## src/rtl/mono_unpack_pkg.sv

```systemverilog
package mono_unpack_pkg;

  // Strobes from the sequencer to the datapath for one cycle.
  typedef struct packed {
    logic loadWord;    // capture a new packed word
    logic shiftGroup;  // move to the next group of the held word
    logic palCommit;   // copy the pending palette into the active palette
  } unpackCtl_t;

endpackage

```

## src/rtl/mono_unpack_ctrl.sv

```systemverilog
module mono_unpack_ctrl
  import mono_unpack_pkg::*;
#(
  parameter int GROUPS = 8
) (
  input  logic       clk,
  input  logic       rstN,
  input  logic       inValid,
  input  logic       outReady,
  input  logic       lineStart,
  output logic       inReady,
  output logic       outValid,
  output unpackCtl_t ctl
);

  localparam int GRP_W = (GROUPS > 1) ? $clog2(GROUPS) : 1;
  localparam logic [GRP_W-1:0] LAST_GRP = GRP_W'(GROUPS - 1);

  logic             haveWord;
  logic [GRP_W-1:0] grpCnt;
  logic             lastGrp;
  logic             fire;
  logic             accept;

  assign lastGrp  = (grpCnt == LAST_GRP);
  assign fire     = haveWord && outReady;
  assign inReady  = !haveWord || (outReady && lastGrp);
  assign accept   = inValid && inReady;
  assign outValid = haveWord;

  always_comb begin
    ctl            = '0;
    ctl.loadWord   = accept;
    ctl.shiftGroup = fire && !lastGrp;
    ctl.palCommit  = lineStart;
  end

  always_ff @(posedge clk) begin
    if (!rstN) begin
      haveWord <= 1'b0;
      grpCnt   <= '0;
    end else if (accept) begin
      haveWord <= 1'b1;
      grpCnt   <= '0;
    end else if (fire && lastGrp) begin
      haveWord <= 1'b0;
      grpCnt   <= '0;
    end else if (fire) begin
      grpCnt   <= grpCnt + 1'b1;
    end
  end

  // a stalled output stays presented and keeps its group position
  a_r6_stall_hold: assert property (@(posedge clk) disable iff (!rstN)
    (outValid && !outReady) |=> (outValid && $stable(grpCnt)));

  // an idle block is always ready for a word
  a_r7_idle_ready: assert property (@(posedge clk) disable iff (!rstN)
    !outValid |-> inReady);

  // a taken word is presented from its first group on the next cycle
  a_r2_first_group: assert property (@(posedge clk) disable iff (!rstN)
    (inValid && inReady) |=> (outValid && grpCnt == '0));

  // the last group drained with no new word leaves the output idle
  a_r2_drain_idle: assert property (@(posedge clk) disable iff (!rstN)
    (outValid && outReady && lastGrp && !inValid) |=> !outValid);

  // with a held word that is not on its last group, nothing is taken
  a_r8_no_take: assert property (@(posedge clk) disable iff (!rstN)
    (outValid && !lastGrp) |-> !inReady);

endmodule

```

## src/rtl/mono_unpack_dpath.sv

```systemverilog
module mono_unpack_dpath
  import mono_unpack_pkg::*;
#(
  parameter int               IN_W       = 32,
  parameter int               LANES      = 4,
  parameter int               PIX_W      = 8,
  parameter logic [PIX_W-1:0] RST_COLOR0 = '0,
  parameter logic [PIX_W-1:0] RST_COLOR1 = '1
) (
  input  logic                   clk,
  input  logic                   rstN,
  input  unpackCtl_t             ctl,
  input  logic [IN_W-1:0]        inData,
  input  logic                   palWrEn,
  input  logic                   palSel,
  input  logic [PIX_W-1:0]       palData,
  output logic [LANES*PIX_W-1:0] outData
);

  logic [IN_W-1:0]  wordReg;
  logic [PIX_W-1:0] pend0, pend1;
  logic [PIX_W-1:0] act0, act1;

  // Held word: the current group always sits in the low LANES bits.
  always_ff @(posedge clk) begin
    if (!rstN)               wordReg <= '0;
    else if (ctl.loadWord)   wordReg <= inData;
    else if (ctl.shiftGroup) wordReg <= wordReg >> LANES;
  end

  // Pending palette: writable on any cycle.
  always_ff @(posedge clk) begin
    if (!rstN) begin
      pend0 <= RST_COLOR0;
      pend1 <= RST_COLOR1;
    end else if (palWrEn) begin
      if (palSel) pend1 <= palData;
      else        pend0 <= palData;
    end
  end

  // Active palette: changes only at a line boundary, from the pre-write pending value.
  always_ff @(posedge clk) begin
    if (!rstN) begin
      act0 <= RST_COLOR0;
      act1 <= RST_COLOR1;
    end else if (ctl.palCommit) begin
      act0 <= pend0;
      act1 <= pend1;
    end
  end

  // Each lane chooses between the two replicated colours using its own bit.
  for (genvar lane = 0; lane < LANES; lane++) begin : g_lane
    assign outData[lane*PIX_W +: PIX_W] = wordReg[lane] ? act1 : act0;
  end

  // a commit loads the pending values present before the edge
  a_r5_commit_copy: assert property (@(posedge clk) disable iff (!rstN)
    ctl.palCommit |=> (act0 == $past(pend0) && act1 == $past(pend1)));

  // with no line start, the active colours never move
  a_r4_active_frozen: assert property (@(posedge clk) disable iff (!rstN)
    !ctl.palCommit |=> ($stable(act0) && $stable(act1)));

  // the held bits do not move without a load or a group advance
  a_r6_word_frozen: assert property (@(posedge clk) disable iff (!rstN)
    (!ctl.loadWord && !ctl.shiftGroup) |=> $stable(wordReg));

endmodule

```

## src/rtl/mono_unpack.sv

```systemverilog
module mono_unpack
  import mono_unpack_pkg::*;
#(
  parameter int               IN_W       = 32,
  parameter int               LANES      = 4,
  parameter int               PIX_W      = 8,
  parameter logic [PIX_W-1:0] RST_COLOR0 = 8'h00,
  parameter logic [PIX_W-1:0] RST_COLOR1 = 8'hFF
) (
  input  logic                   clk,
  input  logic                   rstN,
  input  logic                   lineStart,
  input  logic                   palWrEn,
  input  logic                   palSel,
  input  logic [PIX_W-1:0]       palData,
  input  logic                   inValid,
  input  logic [IN_W-1:0]        inData,
  output logic                   inReady,
  output logic                   outValid,
  output logic [LANES*PIX_W-1:0] outData,
  input  logic                   outReady
);

  localparam int GROUPS = IN_W / LANES;

  unpackCtl_t ctl;

  mono_unpack_ctrl #(
    .GROUPS(GROUPS)
  ) uCtrl (
    .clk      (clk),
    .rstN     (rstN),
    .inValid  (inValid),
    .outReady (outReady),
    .lineStart(lineStart),
    .inReady  (inReady),
    .outValid (outValid),
    .ctl      (ctl)
  );

  mono_unpack_dpath #(
    .IN_W      (IN_W),
    .LANES     (LANES),
    .PIX_W     (PIX_W),
    .RST_COLOR0(RST_COLOR0),
    .RST_COLOR1(RST_COLOR1)
  ) uDpath (
    .clk    (clk),
    .rstN   (rstN),
    .ctl    (ctl),
    .inData (inData),
    .palWrEn(palWrEn),
    .palSel (palSel),
    .palData(palData),
    .outData(outData)
  );

endmodule

```

## config.mk

```make
export PLATFORM = sky130hd
export DESIGN_NAME = mono_unpack
export DESIGN_NICKNAME = d
export VERILOG_FILES = /design/src/rtl/mono_unpack_pkg.sv /design/src/rtl/mono_unpack_ctrl.sv /design/src/rtl/mono_unpack_dpath.sv /design/src/rtl/mono_unpack.sv
export SDC_FILE = /design/constraint.sdc
export NUM_CORES = 1
export LEC_CHECK = 0
export BUFFER_PORTS_ARGS = -buffer_cell sky130_fd_sc_hd__buf_2
export CAP_MARGIN = 25
export CELL_PAD_IN_SITES_DETAIL_PLACEMENT = 1
export CELL_PAD_IN_SITES_GLOBAL_PLACEMENT = 1
export CORE_ASPECT_RATIO = 0.8
export CORE_MARGIN = 3
export CORE_UTILIZATION = 35
export DETAILED_ROUTE_END_ITERATION = 7
export PLACE_DENSITY_LB_ADDON = 0.1
export SYNTH_ARGS = -nofsm -noshare
export SYNTH_HDL_FRONTEND = slang
export SYNTH_SLANG_ARGS = --single-unit
```

## constraint.sdc

```tcl
create_clock -name clk -period 3.4 [get_ports clk]
set_input_delay 0.17 -clock clk [delete_from_list [all_inputs] [get_ports clk]]
set_output_delay 0.17 -clock clk [all_outputs]
set_load 0.01 [all_outputs]
```

==> qor.yml, run 1 <==
clocking:
  cts_sinks: 68
  post-cts-setup-buffers: 0
  cts.path.max_buffers: 2
  h-tree-depth: 3
  root_buffer: "clkbuf_16"
  clk_latency_ns: 0.32
  clk_pin_slew_ns: 0.06
  cts_buffers: 9
  postCtsResizedCells: 0
  cts_tree: "done"
  hold_buffers: 0
timing:
  setup_viol: 0
  fmax_mhz: 481
  relSlewSlack_pct: 59.3
  clock-skew-final_ns: 0.00653
  drv_slew: 0
  fin_setup_tns_ns: 0
  period_share_pct: 61.1
  tightest_slew_ns: 0.610
  hold_viol_final: 0
  fin_crit_ns: 2.08
  grt_setup_unrepaired: "false"
power_and_ir_drop:
  p_total_mw: 2.09
  p_switching_uw: 537
  p_seq_share_pct: 42.7
  p_sw_share_pct: 25.7
  combPwrFrac_pct: 14.6
  clkPwrFrac_pct: 42.7
  leakage_nw: 1.67
  p_per_area_nw_per_um2: 529
  ir_drop_v: 0.000241
  p_int_mw: 1.55
yosys:
  synth-async-reset-ratio_pct: 0
  synth_cell_types: 27
  ys_warn_count: 0
  synth-seq-area-share_pct: 42.2
  synth_fp_nets: 397
  synth_cells: 348
  yosys.area.top_type_share_pct: 42.2
  synth_top_area_cell: "dfxtp_1"
  synth_edf_count: 0
  synth-seq-cells: 68
  synth-main-ff-cell: "dfxtp_1"
  syn_area_per_cell_um2: 9.28
  synth_area_um2: 3230
  synthTopCellsByArea: "dfxtp_1 42%, mux2_2 11%, nand2_1 9.8%, mux2i_1 7.8%, a311oi_2 7.4%"
setup_path:
  startpoint: "uCtrl.grpCnt[0]"
  worstSetupPathType: "flip-flop to flip-flop"
  max_stage_delay_ns: 0.44
  endpoint: "uDpath.wordReg[8]"
  reg2regPathDepth: 6
  critPathArrivalTime_ns: 2.26
  path_cells: "ha_1 -> ha_1 -> a21boi_4 -> inv_2 -> nand2_4 -> a311oi_1"
  cp.required_ns: 3.58
  critPathCaptureType: "flip-flop"
  slowest_stage: "a21boi_4"
  critPathMaxFanout: 28
  worstSetupStartpointType: "flip-flop"
  crit_top_cell: "ha_1"
  r2r-end: "uDpath.wordReg[8]"
  r2r-start: "uCtrl.grpCnt[0]"
  rrSetupSlack_ns: 1.32
floorplanning:
  die_width_um: 113
  dieHeight_um: 91.9
  core_area_um2: 8710
  placementRows: 30
  dieArea_um2: 10400
  initial_core_util_pct: 37.1
  io_pins: 81
layout:
  n_antenna_cell: 0
  multi_input_area_um2: 1710
  final_layout_size_suffix_gt1_share_pct: 36.2
  nets: 464
  layout_commonest_cell: "nand2_1"
  fillers: 1029
  area_growth_pct: 22.5
  final_cell_mix: "84 x nand2_1, 80 x buf_2, 68 x dfxtp_1"
  seqCellArea_um2: 1360
drt:
  drtPass1Iterations: 4
  ant_nets: 0
  drt_iter0_markers: 100
  viasPerCell: 5.09
  drc: 0
  wl_per_cell_um: 16.7
  wl_um: 8880
  dr_total_vias: 2708
global_route:
  overflow: 0
  grt_pass1_wl_um: 14600
  grt_max_degree: 50
  grt_use_total_pct: 17.6
  grt_pass1_vias: 2802
  antenna_found_initial: 0
min_path:
  hp-class: "primary input to flip-flop"
placement:
  port_buffers: 80
  dp_hpwl_um: 6080
  place.gp.congestion: 0.747
flow_run:
  max_cap_violations: 0
outcome:
  status: "finished, final reports clean"
## per-stage QoR
step / cells / utilization [%] / instance area [um^2] / hold WS [ns] / setup slack, ns
2_1_floorplan: 348 / - / 3230 / 0.292 / 1.79
3_3_place_gp: 514 / 41.8 / 3640 / 0.399 / 1.36
3_5_place_dp: 515 / 41.9 / 3650 / 0.407 / 1.32
4_1_cts: 531 / 45.2 / 3940 / 0.0686 / 1.29
5_1_grt: 532 / 45.4 / 3960 / 0.0939 / 1.15
6_report: 532 / 45.4 / 3960 / 0.0762 / 1.32
## cell type report
| cell class | instances | share of cell area [%] |
|---|---|---|
| well taps | 112 | 3.54 |
| repair buffers | 85 | 11.4 |
| flip-flops and latches | 68 | 34.4 |
| inverters | 3 | 0.285 |
| multi-input cells | 248 | 43.2 |
| clock buffers | 11 | 5.88 |
| clock inverters | 5 | 1.33 |
## registers in the layout, indices dropped and copies added (netlist names)
register,cells
uDpath.act0,8
uCtrl.outValid,1
uDpath.act1,8
uDpath.pend0,8
uCtrl.grpCnt,3
uDpath.pend1,8
uDpath.wordReg,32
## worst max-delay path, delay by kind of cell, from the launching register on
kind	cells	cell delay, ns
buf+inv	1	0.17
fa+ha+maj	2	0.44
compound gates	2	0.61
flops	1	0.32
simple gates	1	0.37
## how the worst min path moves through the flow
stage | end | depth (start not counted) | slack (ns) | start
after floorplan | uDpath.pend1[0] | 2 | 0.29 | palData[0]
after global placement | uDpath.pend1[5] | 3 | 0.40 | palData[5]
after detailed placement | uDpath.pend1[0] | 3 | 0.41 | palData[0]
after CTS | uDpath.pend1[5] | 3 | 0.07 | palData[5]
after global routing | uDpath.pend1[0] | 3 | 0.09 | palData[0]
final | uDpath.pend1[5] | 3 | 0.08 | palData[5]
## logic make-up (layout without fill, tap and decap cells)
group	after synthesis	in the layout	synth area share, %
compound gates	41	41	13.4
fa+ha+maj	2	2	0.775
buf+inv	32	104	4.96
flops	68	68	42.2
mux	57	57	18.9
simple gates	148	148	19.7
## routing by layer
| metal | up-vias | global-route usage, % | share of wire [%] |
|---|---|---|---|
| met5 | - | 0 | 0 |
| met4 | 0 | 5.31 | 1.1 |
| met3 | 7 | 4.29 | 3.8 |
| met2 | 54 | 25.4 | 43 |
| met1 | 1270 | 25.7 | 52 |
| li1 | 1377 | - | - |
## cell usage after synthesis (2+ instances only)
library cell  count
ha_1              2
dfxtp_1          68
o211ai_1          4
buf_4             3
buf_6             2
nand4b_1          2
clkbuf_1         12
a311oi_1         12
buf_2            11
a311oi_2         16
nor3_1           28
mux2i_1          25
mux2_2           32
a21oi_1           7
nand2_1          84
nor2_1           17
nand3_1          12
inv_2             2
## power by group through the flow
stage | combinational (mW) | clock [mW] | sequential [mW]
2_1_floorplan | 0.220 | 0 | 0.883
3_3_place_gp | 0.298 | 0 | 0.908
3_5_place_dp | 0.306 | 0 | 0.908
4_1_cts | 0.308 | 0.916 | 0.892
5_1_grt | 0.337 | 0.955 | 0.900
6_report | 0.305 | 0.894 | 0.893
Power figures use the tool's default switching activity.
==> run 2, diff against run 1 <==
- clock period: 3.4 -> 2.05 ns (I/O delays scaled with it)
==> qor.yml, run 2 (synthesis gave the netlist of run 1 again) <==
global_route:
  antenna_found_initial: 0  # unchanged
  grt_pass1_vias: 2802  # unchanged
  grt_max_degree: 44  # was 50
  grt_use_total_pct: 17.9  # was 17.6%
  overflow: 0  # unchanged
  grt_pass1_wl_um: 14800  # was 14600 um
flow_run:
  max_cap_violations: 0  # unchanged
layout:
  nets: 469  # was 464
  layout_commonest_cell: "nand2_1"  # unchanged
  final_cell_mix: "84 x nand2_1, 80 x buf_2, 68 x dfxtp_1"  # unchanged
  largest_reg_flops: 32  # unchanged
  final_cells: 536  # was 532
  area_growth_pct: 26.4  # was 22.5%
  n_antenna_cell: 0  # unchanged
  largest_register: "uDpath.wordReg"  # unchanged
  final_layout_size_suffix_gt1_share_pct: 36.6  # was 36.2%
  fillers: 1024  # was 1029
  fin_util_pct: 46.8  # was 45.4%
floorplanning:
  dieHeight_um: 91.9  # unchanged
  core_area_um2: 8710  # unchanged
  dieArea_um2: 10400  # unchanged
  io_pins: 81  # unchanged
  die_width_um: 113  # unchanged
  placementRows: 30  # unchanged
  initial_core_util_pct: 37.1  # unchanged
setup_path:
  critPathBufInv: 1  # unchanged
  critPathArrivalTime_ns: 1.98  # was 2.26 ns
  crit_cells: 6  # unchanged
  rrSetupSlack_ns: 0.31  # was 1.32 ns
  critPathMaxFanout: 28  # unchanged
  r2r-start: "uCtrl.grpCnt[0]"  # unchanged
  cp.required_ns: 2.29  # was 3.58 ns
  path_cells: "ha_1 -> ha_1 -> and3b_1 -> buf_12 -> nand2_1 -> a311oi_2"  # was ha_1 -> ha_1 -> a21boi_4 -> inv_2 -> nand2_4 -> a311oi_1
  critPathCaptureType: "flip-flop"  # unchanged
  crit_family: "adder cells"  # was compound AO/OA/AOI/OAI gates
  slowest_stage: "dfxtp_1"  # was a21boi_4
  reg2regPathDepth: 6  # unchanged
  r2r-end: "uDpath.wordReg[27]"  # was uDpath.wordReg[8]
  crit_top_cell: "ha_1"  # unchanged
  startpoint: "uCtrl.grpCnt[0]"  # unchanged
  max_stage_delay_ns: 0.33  # was 0.44 ns
  worstSetupStartpointType: "flip-flop"  # unchanged
  worstSetupPathType: "flip-flop to flip-flop"  # unchanged
  endpoint: "uDpath.wordReg[27]"  # was uDpath.wordReg[8]
placement:
  dp_hpwl_um: 6120  # was 6080 um
  placed_cells: 518  # was 515
  port_buffers: 80  # unchanged
  place.gp.congestion: 0.778  # was 0.747
drt:
  drtPass1Iterations: 4  # unchanged
  drt_iter0_markers: 126  # was 100
  dr_total_vias: 2765  # was 2708
  ant_nets: 0  # unchanged
  wl_um: 8980  # was 8880 um
  wl_per_cell_um: 16.8  # was 16.7 um
  drc: 0  # unchanged
  viasPerCell: 5.16  # was 5.09
timing:
  fin_setup_tns_ns: 0  # unchanged
  relSlewSlack_pct: 60.0  # was 59.3%
  whs_ns: 0.0230  # was 0.0762 ns
  grt_setup_unrepaired: "false"  # unchanged
  drv_slew: 0  # unchanged
  tightest_slew_ns: 0.598  # was 0.610 ns
  setup_viol: 0  # unchanged
  fmax_mhz: 575  # was 481 MHz
  hold_viol_final: 0  # unchanged
  period_share_pct: 84.9  # was 61.1%
  clock-skew-final_ns: 0.00720  # was 0.00653 ns
  fin_crit_ns: 1.74  # was 2.08 ns
clocking:
  clk_latency_ns: 0.33  # was 0.32 ns
  cts_tree: "done"  # unchanged
  cts_buffers: 9  # unchanged
  clk_pin_slew_ns: 0.06  # about the same
  postCtsResizedCells: 0  # unchanged
  cts.path.max_buffers: 2  # unchanged
  cts_sinks: 68  # unchanged
  h-tree-depth: 3  # unchanged
  root_buffer: "clkbuf_16"  # unchanged
power_and_ir_drop:
  p_per_area_nw_per_um2: 923  # was 529 nW/um^2
  ir_drop_v: 0.000416  # was 0.000241 V
  p_total_mw: 3.76  # was 2.09 mW
  leakage_nw: 1.72  # was 1.67 nW
min_path:
  hp-class: "primary input to flip-flop"  # unchanged
  hp-start: "palData[4]"  # was palData[5]
outcome:
  status: "finished, final reports clean"  # unchanged
==> run 2: cell types whose count changed in the layout (fill, tap and decap cells not counted), sizes merged <==
cell / previous run / this run
clkbuf: 11 / 9
buf: 85 / 87
bufinv: 1 / 3
clkinv: 3 / 1
dlygate4sd3: 0 / 3
clkinvlp: 1 / 2
==> run 2: per-layer routing <==
| metal | up-vias | track usage (%) | share of wire [%] |
|---|---|---|---|
| li1 | 1388 | - | - |
| met1 | 1300 | 26.8 | 52 |
| met2 | 68 | 24.5 | 42 |
| met3 | 9 | 4.75 | 4.2 |
| met4 | 0 | 5.71 | 1.2 |
| met5 | - | 0 | 0 |
==> run 2: power breakdown <==
part / internal, mW / switching [mW]
clock network: 1.18 / 0.580
registers: 1.40 / 0.0742
logic: 0.250 / 0.273
total: 2.84 / 0.928
==> run 2: what timing repair did <==
item / CTS / global route
endpoints found under the hold margin: 3 / 0
buffers inserted: 0 / 0
hold buffers: 3 / 0
==> run 2: worst min-delay path by stage <==
| stage | slack (ns) | to | cells after the start |
|---|---|---|---|
| 6_report | 0.02 | uDpath.pend1[4] | 3 |
| 5_1_grt | 0.03 | uDpath.pend0[4] | 3 |
| 4_1_cts | 0.01 | uDpath.pend1[7] | 3 |
| 3_5_place_dp | 0.34 | uDpath.pend1[6] | 3 |
| 3_3_place_gp | 0.33 | uDpath.pend1[5] | 3 |
| 2_1_floorplan | 0.22 | uDpath.pend1[0] | 2 |
==> run 2: metrics by stage <==
stage                     instance area, um^2  worst slack [ns]
after floorplan                          3230             0.444
after global placement                   3710             0.380
after detailed placement                 3710             0.317
after CTS                                4080             0.301
after global routing                     4080             0.144
final                                    4080             0.309
==> run 2: area by class of cell <==
type / instances / area (um^2) / share of cell area, %
multi-input cells: 248 / 1710 / 41.8
clock buffers: 9 / 225 / 5.52
flip-flops and latches: 68 / 1360 / 33.4
clock inverters: 6 / 114 / 2.79
repair buffers: 90 / 520 / 12.8
inverters: 3 / 11.3 / 0.276
well taps: 112 / 140 / 3.44
==> run 2: tightest hold or removal path, cell delays in order <==
cell and delay, ns:
buf_2 0.09, nand2_1 0.05, nand3_1 0.07
